**config.mk**
```make
export PLATFORM = sky130hd
export DESIGN_NAME = tdm_lane_serializer
export DESIGN_NICKNAME = d
export VERILOG_FILES = /design/src/rtl/tdm_ser_pkg.sv /design/src/rtl/tdm_slot_timer.sv /design/src/rtl/tdm_fetch_ctrl.sv /design/src/rtl/tdm_lane_serializer.sv
export SDC_FILE = /design/constraint.sdc
export NUM_CORES = 1
export LEC_CHECK = 0
export BUFFER_PORTS_ARGS = -buffer_cell sky130_fd_sc_hd__buf_2
export CAP_MARGIN = 20
export CORE_ASPECT_RATIO = 1.4
export CORE_UTILIZATION = 57
export CTS_BUF_LIST = sky130_fd_sc_hd__clkbuf_2 sky130_fd_sc_hd__clkbuf_4 sky130_fd_sc_hd__clkbuf_8
export DETAILED_ROUTE_END_ITERATION = 10
export PLACE_DENSITY = 0.95
export RECOVER_POWER = 25
export REMOVE_ABC_BUFFERS = 1
export SETUP_SLACK_MARGIN = 0.05
export SLEW_MARGIN = 20
export SYNTH_ARGS = -nofsm -noshare
export SYNTH_HDL_FRONTEND = slang
export SYNTH_SLANG_ARGS = --single-unit
```
**constraint.sdc**
```tcl
create_clock -name clk -period 4.9 [get_ports clk]
set_input_delay 0.98 -clock clk [delete_from_list [all_inputs] [get_ports clk]]
set_output_delay 0.98 -clock clk [all_outputs]
set_load 0.01 [all_outputs]
```
**src/rtl/tdm_ser_pkg.sv**
```systemverilog
package tdm_ser_pkg;
  localparam int WORD_W = 32;
  localparam int POS_W  = 5;
  localparam int LEN_W  = 6;

  typedef enum logic [1:0] {
    FMT_I2S   = 2'b00,
    FMT_LEFT  = 2'b01,
    FMT_RIGHT = 2'b10,
    FMT_PCM   = 2'b11
  } fmt_e;

  // Number of meaningful sample bits for a size code.
  function automatic logic [LEN_W-1:0] data_len(input logic [1:0] dsz);
    case (dsz)
      2'b00:   data_len = 6'd16;
      2'b01:   data_len = 6'd24;
      default: data_len = 6'd32;
    endcase
  endfunction

  // Slot length in bit periods; wider samples force 32-bit slots.
  function automatic logic [LEN_W-1:0] slot_len(input logic [1:0] dsz, input logic wide);
    slot_len = (wide || (dsz != 2'b00)) ? 6'd32 : 6'd16;
  endfunction

  // Bit of a left-aligned word that belongs at position pos of a slot.
  function automatic logic pick_bit(input logic [WORD_W-1:0] w,
                                    input logic [POS_W-1:0]  pos,
                                    input logic              right,
                                    input logic [LEN_W-1:0]  dlen,
                                    input logic [LEN_W-1:0]  slen);
    logic [LEN_W-1:0] lead;
    logic [LEN_W-1:0] rel;
    logic [POS_W-1:0] idx;
    lead = right ? (slen - dlen) : '0;
    rel  = {1'b0, pos} - lead;
    idx  = 5'd31 - rel[POS_W-1:0];
    if (({1'b0, pos} < lead) || (rel >= dlen)) pick_bit = 1'b0;
    else                                       pick_bit = w[idx];
  endfunction
endpackage

```
**src/rtl/tdm_slot_timer.sv**
```systemverilog
module tdm_slot_timer
  import tdm_ser_pkg::*;
#(
  parameter int SLOT_W = 4
) (
  input  logic              clk,
  input  logic              rst_n,
  input  logic              tick,
  input  logic              frame_start,
  input  logic [SLOT_W-1:0] slot_last,
  input  logic [LEN_W-1:0]  slen,
  output logic [POS_W-1:0]  cur_pos,
  output logic [SLOT_W-1:0] cur_slot,
  output logic              slot_head
);
  logic [POS_W-1:0]  pos_q;
  logic [SLOT_W-1:0] slot_q;
  logic [LEN_W-1:0]  last_pos;
  logic              slot_end;

  assign cur_pos   = (tick && frame_start) ? '0 : pos_q;
  assign cur_slot  = (tick && frame_start) ? '0 : slot_q;
  assign slot_head = (cur_pos == '0);
  assign last_pos  = slen - 6'd1;
  assign slot_end  = ({1'b0, cur_pos} == last_pos);

  always_ff @(posedge clk or negedge rst_n) begin
    if (!rst_n) begin
      pos_q  <= '0;
      slot_q <= '0;
    end else if (tick) begin
      if (slot_end) begin
        pos_q  <= '0;
        slot_q <= (cur_slot == slot_last) ? '0 : cur_slot + 1'b1;
      end else begin
        pos_q  <= cur_pos + 1'b1;
        slot_q <= cur_slot;
      end
    end
  end


  counters_hold_chk: assert property (@(posedge clk) disable iff (!rst_n)
    !tick |=> ($stable(pos_q) && $stable(slot_q)));

  slot_steady_chk: assert property (@(posedge clk) disable iff (!rst_n)
    (tick && !frame_start && !slot_end) |=> $stable(slot_q));
endmodule

```
**src/rtl/tdm_fetch_ctrl.sv**
```systemverilog
module tdm_fetch_ctrl
  import tdm_ser_pkg::*;
#(
  parameter int MAX_SLOTS = 16,
  parameter int SLOT_W    = 4
) (
  input  logic                 clk,
  input  logic                 rst_n,
  input  logic                 lane_en,
  input  logic                 tick,
  input  logic                 frame_start,
  input  logic                 frame_align,
  input  logic [MAX_SLOTS-1:0] slot_mask,
  input  logic [SLOT_W-1:0]    cur_slot,
  input  logic                 slot_head,
  input  logic                 s_valid,
  input  logic [WORD_W-1:0]    s_data,
  output logic                 s_ready,
  output logic                 live_now,
  output logic [WORD_W-1:0]    word_now,
  output logic                 miss_evt
);
  logic              armed_q, skip_q, live_q;
  logic [WORD_W-1:0] word_q;
  logic              fs_tick, armed_now, skip_now, need, take;

  assign fs_tick   = tick && frame_start;
  assign armed_now = lane_en && (armed_q || fs_tick);
  assign skip_now  = fs_tick ? 1'b0 : skip_q;
  assign need      = tick && armed_now && slot_head && slot_mask[cur_slot] && !skip_now;
  assign take      = need && s_valid;
  assign miss_evt  = need && !s_valid;
  assign s_ready   = take;
  assign live_now  = slot_head ? take : live_q;
  assign word_now  = take ? s_data : word_q;

  always_ff @(posedge clk or negedge rst_n) begin
    if (!rst_n) begin
      armed_q <= 1'b0;
      skip_q  <= 1'b0;
      live_q  <= 1'b0;
      word_q  <= '0;
    end else if (!lane_en) begin
      armed_q <= 1'b0;
      skip_q  <= 1'b0;
      live_q  <= 1'b0;
    end else if (tick) begin
      armed_q <= armed_now;
      skip_q  <= (miss_evt && frame_align) ? 1'b1 : skip_now;
      if (slot_head) live_q <= take;
      if (take)      word_q <= s_data;
    end
  end


  ready_on_head_chk: assert property (@(posedge clk) disable iff (!rst_n)
    s_ready |-> (tick && slot_head && lane_en));

  ready_masked_chk: assert property (@(posedge clk) disable iff (!rst_n)
    s_ready |-> slot_mask[cur_slot]);

  skip_blocks_chk: assert property (@(posedge clk) disable iff (!rst_n)
    (skip_q && !frame_start) |-> !s_ready);
endmodule

```
**src/rtl/tdm_lane_serializer.sv**
```systemverilog
module tdm_lane_serializer
  import tdm_ser_pkg::*;
#(
  parameter int MAX_SLOTS = 16,
  localparam int SLOT_W   = $clog2(MAX_SLOTS)
) (
  input  logic                 clk,
  input  logic                 rst_n,
  input  logic                 lane_en,
  input  logic [1:0]           fmt,
  input  logic [1:0]           dsize,
  input  logic                 slot32,
  input  logic [SLOT_W-1:0]    slot_last,
  input  logic [MAX_SLOTS-1:0] slot_mask,
  input  logic                 frame_align,
  input  logic                 bclk_tick,
  input  logic                 frame_start,
  input  logic                 s_valid,
  input  logic [WORD_W-1:0]    s_data,
  output logic                 s_ready,
  output logic                 sdata_out,
  output logic                 underflow
);
  logic [LEN_W-1:0]  slen, dlen;
  logic [POS_W-1:0]  cur_pos;
  logic [SLOT_W-1:0] cur_slot;
  logic              slot_head, live_now, miss_evt, base_bit;
  logic [WORD_W-1:0] word_now;
  logic              sd_q, dly_q, uf_q;

  assign slen = slot_len(dsize, slot32);
  assign dlen = data_len(dsize);

  tdm_slot_timer #(.SLOT_W(SLOT_W)) u_timer (
    .clk(clk), .rst_n(rst_n), .tick(bclk_tick), .frame_start(frame_start),
    .slot_last(slot_last), .slen(slen),
    .cur_pos(cur_pos), .cur_slot(cur_slot), .slot_head(slot_head)
  );

  tdm_fetch_ctrl #(.MAX_SLOTS(MAX_SLOTS), .SLOT_W(SLOT_W)) u_fetch (
    .clk(clk), .rst_n(rst_n), .lane_en(lane_en), .tick(bclk_tick),
    .frame_start(frame_start), .frame_align(frame_align), .slot_mask(slot_mask),
    .cur_slot(cur_slot), .slot_head(slot_head), .s_valid(s_valid), .s_data(s_data),
    .s_ready(s_ready), .live_now(live_now), .word_now(word_now), .miss_evt(miss_evt)
  );

  assign base_bit = live_now &&
                    pick_bit(word_now, cur_pos, fmt == FMT_RIGHT, dlen, slen);

  always_ff @(posedge clk or negedge rst_n) begin
    if (!rst_n) begin
      sd_q  <= 1'b0;
      dly_q <= 1'b0;
      uf_q  <= 1'b0;
    end else begin
      uf_q <= miss_evt;
      if (!lane_en) begin
        sd_q  <= 1'b0;
        dly_q <= 1'b0;
      end else if (bclk_tick) begin
        dly_q <= base_bit;
        sd_q  <= (fmt == FMT_I2S) ? dly_q : base_bit;
      end
    end
  end

  assign sdata_out = sd_q;
  assign underflow = uf_q;


  idle_quiet_chk: assert property (@(posedge clk) disable iff (!rst_n)
    !lane_en |=> (!sdata_out && !underflow));

  hold_between_ticks_chk: assert property (@(posedge clk) disable iff (!rst_n)
    (lane_en && !bclk_tick) |=> $stable(sdata_out));

  underflow_cause_chk: assert property (@(posedge clk) disable iff (!rst_n)
    underflow |-> $past(bclk_tick && lane_en && !s_valid));

  underflow_single_chk: assert property (@(posedge clk) disable iff (!rst_n)
    underflow |=> !underflow);
endmodule

```
Word-level counts from Yosys, hierarchy flattened
Cells that the tools add are included.
- register bits: 47
- ROM bits: 0
- word-level logic and storage cells: 72
- latch bits: 0
- memories kept: 0
- memory bits (writable): 0
- output and inout port bits: 3
- magnitude comparators: 4
- shifts and indexed selects: 0
- reductions and logical operators: 20
- div/mod/pow operators: 0
- add/subtract/negate cells: 6
- equality and inequality tests: 5
- bitwise logic cells: 0
- multipliers: 0
- muxes and demuxes: 28
- operator list (operator ; number):
    $mux W32 ; 1
    $mux W1 ; 17
    $mux W4 ; 3
    $mux W6 ; 2
    $pmux W6 S2 ; 1
    $logic_and A1 B1 Y1 ; 10
    $mux W5 ; 2
    $eq A5 B6 Y1 ; 1
    $ge A6 B6 Y1 ; 1
    $lt A5 B6 Y1 ; 1
    $lt A5 B6 Y1 const B ; 1
    $sub A5 B6 Y6 ; 1
    $sub A6 B1 Y6 const B ; 1
    $sub A6 B6 Y6 ; 1
    $add A5 B1 Y5 const B ; 1
    $bmux W1 S5 ; 1
    $logic_not A5 Y1 ; 1
    $lt A4 B5 Y1 const B ; 1
    $sub A5 B5 Y5 const A ; 1
    $add A4 B1 Y4 const B ; 1
    $bmux W1 S4 ; 1
    $eq A4 B4 Y1 ; 1
    $logic_not A2 Y1 ; 2
    $logic_or A1 B1 Y1 ; 3
    other kinds (6) ; 7

Depth between registers and ports, before layout
Gate-level depths: netlist of run 1.
- word-level depth: 16
- depth in mapped cells: 15

Hierarchy
From an unflattened synthesis of run 1, not the netlist that was laid out.
- cell total of the unflattened synthesis: 320
- area, all modules: 3716.1 um^2
- by module, submodules not included (module ; area an instance (um^2) ; times used ; cells an instance ; sequential area each (um^2)):
    tdm_fetch_ctrl ; 2080.7 ; 1 ; 138 ; 875.8
    tdm_slot_timer ; 968.4 ; 1 ; 112 ; 225.2
    tdm_lane_serializer ; 666.9 ; 1 ; 70 ; 75.1

Worst setup path after synthesis of run 1
OpenSTA, ideal clock, no wires.
- path type: input-to-output
- start point: input port frame_start
- end point: output port s_ready
- data required time: 3920 ps
- data arrival time: 3106 ps
- path slack: 814 ps
- stages on the path: 12
- cell sequence: buf_6 > nand2_4 > buf_2 > nand2_1 > clkbuf_1 > ha_1 > o21ai_0 > nor3_1 > o2111a_1 > buf_6 > buf_2 > buf_2
- cells in the longest elaborated chain, start to end: 8
- elaborated cells on any way between the ends: 15
- ends and longest elaborated chain (element ; RTL line ; RTL):
    start, declared ; tdm_lane_serializer.sv:17 ; input logic frame_start,
    $logic_and A1 B1 Y1 * ; tdm_slot_timer.sv:21, tdm_slot_timer.sv:22, tdm_fetch_ctrl.sv:27 ;
    branches (longest 5 deep; another with $mux W4) ; -- ;
    $logic_and A1 B1 Y1 * ; tdm_fetch_ctrl.sv:30 ; assign need = tick && armed_now && slot_head && slot_mask[cur_slot] && !skip_now;
    $logic_and A1 B1 Y1 * ; tdm_fetch_ctrl.sv:31 ; assign take = need && s_valid;
    end, declared ; tdm_lane_serializer.sv:20 ; output logic s_ready,
Every way passes the cells marked *. The select of a mux whose other input is x is not followed.

Final worst setup path of run 1
- start point: input port bclk_tick
- end point: output port s_ready
- cells in the longest elaborated chain, start to end: 8
- elaborated cells on any way between the ends: 15
- ends and longest elaborated chain (element ; RTL line ; RTL):
    start, declared ; tdm_lane_serializer.sv:16 ; input logic bclk_tick,
    branches (longest 6 deep; another with $mux W4) ; -- ;
    $logic_and A1 B1 Y1 * ; tdm_fetch_ctrl.sv:30 ;
    $logic_and A1 B1 Y1 * ; tdm_fetch_ctrl.sv:31 ;
Marks and branches as above.

==> results by group, run 1 <==
Floorplan
  – DIE AREA: 5783 µm²
  – DIE HEIGHT: 89.58 µm
  – Core ar.: 5236 µm²
  – # IOs: 67
  – Starting density of the core: 0.5964
  – Die Width: 64.56 µm
  – Row count: 31

Synth
  – Async SR Flop Fraction: 1.000
  – Sequential area share after synthesis: 0.3766
  – Flops & latches, synth: 47
  – Synth cell types: 56
  – Post-synth EDFFs: 0
  – Top_reg_cell synth: dfrtp_1
  – Syn avg cell area: 9.669 µm²
  – Netlist Area Pre-Place: 3123 µm²
  – Yosys warning count: 0
  – Syn Inst Count: 323

Worst setup path
  – CP Capture Type: primary output
  – WS Path Type: in -> out
  – CP startpoint kind: primary input
  – CP Max Fanout: 20
  – Reg-to-reg setup timing slack: 1.60 ns
  – CP Data Arrival Time: 3.14 ns
  – CP Data Required Time: 3.92 ns

Clock network
  – CTS root buffer: clkbuf_8
  – Clock transition at the registers of the reported paths: 0.08 ns
  – PostCTS Resize Cnt: 0
  – Clock sinks: 47
  – H-tree depth: 2
  – CTS Buffer Depth: 2
  – Clk Latency, worst-skew pair: 0.30 ns
  – Num CTS Buffers: 5
  – CTS tree: yes
  – Setup Buffers After CTS: 0
  – # hold bufs at CTS: 0

Route
  – Final WL: 7592 µm
  – Drt drc: 0
  – Routed length per instance: 17.02 µm
  – Detail Route Antenna Nets: 0
  – DR vias: 2754
  – Detailed Routing Iterations Pass 1: 4
  – Vias/cell: 6.175
  – DRT iter0 DRCs: 177

Hold path
  – Hold crit path type: reg -> reg

Power
  – Sw power: 437.3 µW
  – Max IR drop VDD: 286.7 µV
  – Int Power: 833.7 µW
  – Sw Ratio: 0.3441
  – Pwr/cell area: 356.9 nW/µm²
  – Leak pwr: 1.651 nW
  – Flop pwr share: 0.460
  – Clock share of power: 0.207
  – Logic pwr share: 0.333

Global routing
  – First-pass GRT wire length: 12360 µm
  – GRT Resource Usage Total: 0.2799
  – Largest net degree at the start of global routing: 48
  – Total gr overflow: 0
  – Antenna violations before repair: 0
  – Vias in the first global route: 2811

Timing
  – Unrepaired setup endpoints after global routing: no
  – Skew final: 0.003481 ns
  – Final Hold Fails: 0
  – Fin crit period: 4.119 ns
  – # setup viols final: 0
  – Period utilization: 0.8405
  – Slew @ Worst Pin: 2.517 ns
  – F_max: 242.8 MHz
  – TNS Setup: 0 ns
  – Slew Viols, Final: 48
  – Rel. slew slack: -0.6780
  – Hold Slack: 0.4949 ns

Cells and area
  – Fin cells: 446
  – Commonest cells after routing, fill and taps aside: 65 x buf_2, 50 x nand2_1, 47 x dfrtp_1, 24 x mux2_2, 16 x o21ai_0
  – Finished Cell Area: 3561 µm²
  – Area Growth Syn to Fin: 14.02%
  – Number of diodes: 0
  – # nets final: 453
  – Commonest non-fill, non-tap cell in the layout: buf_2
  – Final Util: 0.6800
  – Ratio of cells with drive above 1 in the final layout: 0.2947

Placement
  – HPWL after DPL: 5491 µm
  – Placed Instance Area: 3458 µm²
  – Post-Place Cells: 438
  – Port buffer count: 66
  – Placer Congestion: 0.8867

Run
  – Max Cap Viol: 1

Outcome
  – Failing checks: max-capacitance violations, max-slew violations
  – Outcome: complete, but fails checks
## cells in the mapped netlist (all sizes together), types with 2 or more instances
cell | instances | area (µm²)
xnor2 | 5 | 43.79
a21oi | 15 | 75.07
o221ai | 2 | 23.77
a32o | 2 | 20.02
o22ai | 2 | 12.51
mux4 | 3 | 67.56
a211o | 2 | 17.52
mux2 | 37 | 420.4
nand3b | 3 | 22.52
nor2b | 4 | 25.02
o32ai | 2 | 17.52
nand2b | 3 | 18.77
a21boi | 2 | 15.01
clkbuf | 9 | 33.78
o31ai | 2 | 20.02
a31oi | 5 | 31.28
and3 | 3 | 18.77
nor4bb | 2 | 20.02
mux2i | 13 | 130.1
nor3b | 3 | 22.52
a311oi | 2 | 17.52
and2 | 5 | 31.28
nand3 | 12 | 60.06
buf | 12 | 75.07
dfrtp | 47 | 1176
nor3 | 6 | 30.03
o211ai | 3 | 27.52
nand2 | 51 | 198.9
a211oi | 3 | 22.52
ha | 9 | 112.6
nor2 | 10 | 37.54
a32oi | 3 | 26.28
inv | 11 | 41.29
o21ai | 17 | 85.08
## path summary, 6_finish.rpt
path,start,end,cells past startpoint
setup / recovery,bclk_tick,s_ready,8
hold / removal,u_fetch.word_q[8],u_fetch.word_q[8],1
setup reg to reg,u_timer.pos_q[1],sdata_out,10
hold reg to reg,u_fetch.word_q[8],u_fetch.word_q[8],1
max in group asynchronous,rst_n,dly_q,1
min in group asynchronous,rst_n,u_fetch.word_q[1],1
## flip-flops by register name (all words and copies together) (netlist names)
name             count
u_fetch.skip_q       1
dly_q                1
sdata_out            1
underflow            1
u_fetch.word_q      32
u_fetch.armed_q      1
u_timer.pos_q        5
u_timer.slot_q       4
u_fetch.live_q       1
## critical path, stage by stage
cell and delay [ns]:
buf_2 0.27, nand2_4 0.17, nand2_1 0.27, ha_1 0.19, o21ai_0 0.13, nor3_1 0.30, o2111a_2 0.59, buf_2 0.22
## kinds of logic after synthesis
| logic type | Yosys count | synth area share |
|---|---|---|
| simple gates | 107 | 0.1687 |
| buf+inv | 32 | 0.04808 |
| flops | 47 | 0.3766 |
| mux | 53 | 0.1979 |
| compound gates | 69 | 0.1522 |
| xor+xnor | 5 | 0.01402 |
| fa+ha+maj | 10 | 0.04247 |
## layout make-up
class | instances | area (µm²)
Multi-Input combinational cell | 244 | 1798
Fill cell | 413 | 1675
Sequential cell | 47 | 1176
Timing Repair Buffer | 70 | 359.1
Clock buffer | 8 | 103.9
Tap cell | 66 | 82.58
Inverter | 11 | 41.29
## per-stage QoR
stage	worst slack, ns	power (mW)
final	0.7814	1.271
after global routing	0.6014	1.339
after CTS	0.8008	1.265
after detailed placement	0.8310	0.9977
after global placement	0.9308	0.9626
after floorplan	0.7217	0.8541
## power by group through the flow
stage	Sequential, mW	Clock (mW)	Combinational (mW)
after floorplan	0.555	0	0.299
after global placement	0.573	0	0.390
after detailed placement	0.587	0	0.411
after CTS	0.579	0.264	0.422
after global routing	0.596	0.278	0.465
final	0.584	0.263	0.423
## routing by layer
layer,GRT usage,share of wire,wire (µm),vias up
li1,-,-,-,1282
met1,0.3035,0.37,2840,1310
met2,0.5043,0.51,3904,123
met3,0.04545,0.058,441,39
met4,0.1859,0.053,406,0
met5,0,0,0,-
Note: power is estimated with default switching activity, not from simulation.
==> run 2: changes to the inputs <==
Settings changed: ABC_AREA from default to 1, CORE_UTILIZATION 57 to 51, PLACE_DENSITY 0.95 to 0.9.
Clock period 4.9 ns to 3.75 ns, I/O delays scaled along.
==> run 2 against run 1 <==
Against the previous run: the run still ends with max-capacitance violations, max-slew violations left; sequential power is 15% higher; critical path type unchanged; global-route usage is 1.8 points lower; power is 30% higher.
==> results by group, run 2 <==
Cells and area
  – Number of diodes: 0 (unchanged)
  – Largest register by flop count: u_fetch.word_q
  – Commonest non-fill, non-tap cell in the layout: nand2_1
  – Area Growth Syn to Fin: 16.53%
  – Largest register FFs: 32 (unchanged)
  – Fillers: 543 (+31%)
  – Finished Cell Area: 3633 µm² (+2.0%)
  – Ratio of cells with drive above 1 in the final layout: 0.1869 (-0.1079)
  – Commonest cells after routing, fill and taps aside: 107 x nand2_1, 83 x nand3_1, 68 x inv_1, 65 x buf_2, 47 x dfrtp_1
  – # nets final: 576 (+27%)
  – Fin cells: 573 (+28%)
  – Biggest regs: u_fetch.word_q: 32 flops, u_timer.pos_q: 5 flops, u_timer.slot_q: 4 flops

Route
  – Routed length per instance: 13.40 µm (-21%)
  – Detailed Routing Iterations Pass 1: 5 (+1)
  – Final WL: 7679 µm (+1.1%)
  – DRT iter0 DRCs: 176 (-0.56%)
  – Detail Route Antenna Nets: 0 (unchanged)
  – Vias/cell: 5.379 (-13%)
  – DR vias: 3082 (+12%)
  – Drt drc: 0 (unchanged)

Synth
  – Syn Inst Count: 439 (+36%)
  – Sequential area share after synthesis: 0.3772 (+0.0006045)
  – Cell taking the most area after synthesis: dfrtp_1
  – Flops & latches, synth: 47 (unchanged)
  – Share of the synthesized area in the top cell type: 0.3772 (+0.0006045)
  – Post-synth top cells: 107 x nand2_1, 83 x nand3_1, 68 x inv_1, 47 x dfrtp_1, 25 x nor2_1
  – Async SR Flop Fraction: 1.000 (unchanged)
  – Top post-synthesis cells by area: dfrtp_1 38%, nand3_1 13%, nand2_1 13%, inv_1 8.2%, o21a_1 3.9%
  – Synth cell types: 34 (-39%)
  – Yosys warning count: 0 (unchanged)
  – Top_reg_cell synth: dfrtp_1
  – Syn avg cell area: 7.102 µm² (-27%)
  – Post-synth EDFFs: 0 (unchanged)
  – Most numerous cell in the Yosys netlist: nand2_1
  – Netlist Area Pre-Place: 3118 µm² (-0.16%)

Power
  – Overall power: 1.658 mW (+30%)
  – Pwr/cell area: 456.4 nW/µm² (+28%)
  – Max IR drop VDD: 302.5 µV (+5.5%)
  – Leak pwr: 2.043 nW (+24%)

Floorplan
  – Core ar.: 5863 µm² (+12%)
  – DIE HEIGHT: 94.52 µm (+5.5%)
  – Starting density of the core: 0.5318 (-0.06462)
  – # IOs: 67 (unchanged)
  – Row count: 33 (+6.5%)
  – Die Width: 68.08 µm (+5.5%)
  – DIE AREA: 6435 µm² (+11%)

Placement
  – Placed Instance Area: 3498 µm² (+1.2%)
  – Port buffer count: 66 (unchanged)
  – Post-Place Cells: 565 (+29%)
  – Worst slack, placed: 0.08198 ns (-0.7491 ns)
  – Placer Congestion: 0.9417 (+6.2%)
  – HPWL after DPL: 5773 µm (+5.1%)

Run
  – Max Cap Viol: 1 (unchanged)

Global routing
  – First-pass GRT wire length: 12570 µm (+1.7%)
  – Total gr overflow: 0 (unchanged)
  – Vias in the first global route: 2927 (+4.1%)
  – Largest net degree at the start of global routing: 48 (unchanged)
  – GRT Resource Usage Total: 0.2617 (-0.01816)
  – Antenna violations before repair: 0 (unchanged)

Hold path
  – Hold crit path type: reg -> reg
  – Hold_sp: u_fetch.word_q[7]
  – Hold path cells: 2 (+1)

Timing
  – Unrepaired setup endpoints after global routing: no
  – Skew final: 0.01281 ns (+0.009330 ns)
  – Rel. slew slack: -0.6515 (+0.02641)
  – F_max: 291.8 MHz
  – TNS Setup: 0 ns (unchanged)
  – Slew Viols, Final: 48 (unchanged)
  – Fin crit period: 3.426 ns
  – PnR worst setup slack: 0.3236 ns (-0.4579 ns)
  – Period utilization: 0.9137
  – # setup viols final: 0 (unchanged)
  – Slew @ Worst Pin: 2.477 ns (-0.03962 ns)
  – Final Hold Fails: 0 (unchanged)

Clock network
  – Clock transition at the registers of the reported paths: 0.09 ns (about the same)
  – Clock sinks: 47 (unchanged)
  – CTS Buffer Depth: 2 (unchanged)
  – Num CTS Buffers: 5 (unchanged)
  – CTS tree: yes
  – Setup Buffers After CTS: 0 (unchanged)
  – PostCTS Resize Cnt: 0 (unchanged)
  – Clk Latency, worst-skew pair: 0.31 ns (about the same)
  – # hold bufs at CTS: 0 (unchanged)
  – CTS root buffer: clkbuf_8
  – H-tree depth: 2 (unchanged)

Worst setup path
  – CP Capture Type: primary output
  – CP Max Fanout: 21 (+5.0%)
  – CP Launch Point: bclk_tick
  – WS Path Type: in -> out
  – CP Data Required Time: 3.00 ns (-0.92 ns)
  – CP startpoint kind: primary input
  – Cells on worst reg2reg path: 11 (+1)
  – CP Data Arrival Time: 2.68 ns (-0.46 ns)
  – Crit Reg-Reg Startpoint: u_timer.pos_q[3]

Outcome
  – Failing checks: max-capacitance violations, max-slew violations
  – Outcome: complete, but fails checks
## run 2: power breakdown
group	internal (mW)	leakage (nW)	switching (mW)	total [mW]
registers	0.631	0.545	0.0420	0.673
clock network	0.274	0.0688	0.174	0.448
logic	0.225	1.43	0.312	0.537
total	1.13	2.04	0.528	1.66
## run 2: worst paths after layout
| kind | endpoint | slack, ns |
|---|---|---|
| worst min-delay path | u_fetch.word_q[7] | 0.48 |
| min in group asynchronous | u_timer.pos_q[2] | 1.19 |
| worst max-delay path | s_ready | 0.32 |
| worst min register to register | u_fetch.word_q[7] | 0.48 |
| max in group asynchronous | u_fetch.word_q[13] | 1.13 |
| worst max register to register | sdata_out | 0.88 |
## run 2: area by class of cell
type,count,area (µm²),share of cell area
Clock buffer,6,76.32,0.02101
Clock inverter,2,60.06,0.01653
Inverter,74,277.8,0.07645
Multi-Input combinational cell,301,1574,0.4332
Sequential cell,47,1176,0.3237
Tap cell,70,87.58,0.02410
Timing Repair Buffer,73,381.6,0.1050
## run 2: per-stage QoR
stage	hold slack [ns]	util
floorplan	0.4443	-
global placement	0.4574	0.5967
detailed placement	0.4653	0.5967
CTS	0.4877	0.6199
global route	0.5163	0.6197
finish	0.4839	0.6197
## run 2: metal layers
metal  track usage  part of all wire  up-vias  wire length, µm
met2        0.4608              0.54      112             4166
met1        0.2843              0.37     1428             2862
met4        0.1372             0.032        0              243
li1              -                 -     1515                -
met5             0                 0        -                0
met3       0.05435             0.053       27              406
## run 2: cells by family (layout without fill, tap and decap cells)
| logic type | after synthesis | count (layout) | share of synthesized area |
|---|---|---|---|
| and+or+nand+nor | 244 | 244 | 0.3583 |
| buffers and inverters | 91 | 155 | 0.1180 |
| DFF | 47 | 47 | 0.3772 |
| AOI/OAI and AO/OA | 38 | 38 | 0.07866 |
| adders and majority gates | 10 | 10 | 0.04254 |
| xor gates and xnor gates | 9 | 9 | 0.02528 |
## run 2: critical path, cell delays in order
cell	delay, ns
buf_2	0.20
nand2_2	0.15
buf_4	0.20
nand2_1	0.27
nand2_1	0.10
nand3_1	0.08
nand3_1	0.06
nand3_1	0.15
nand4_2	0.16
inv_2	0.33
buf_2	0.20
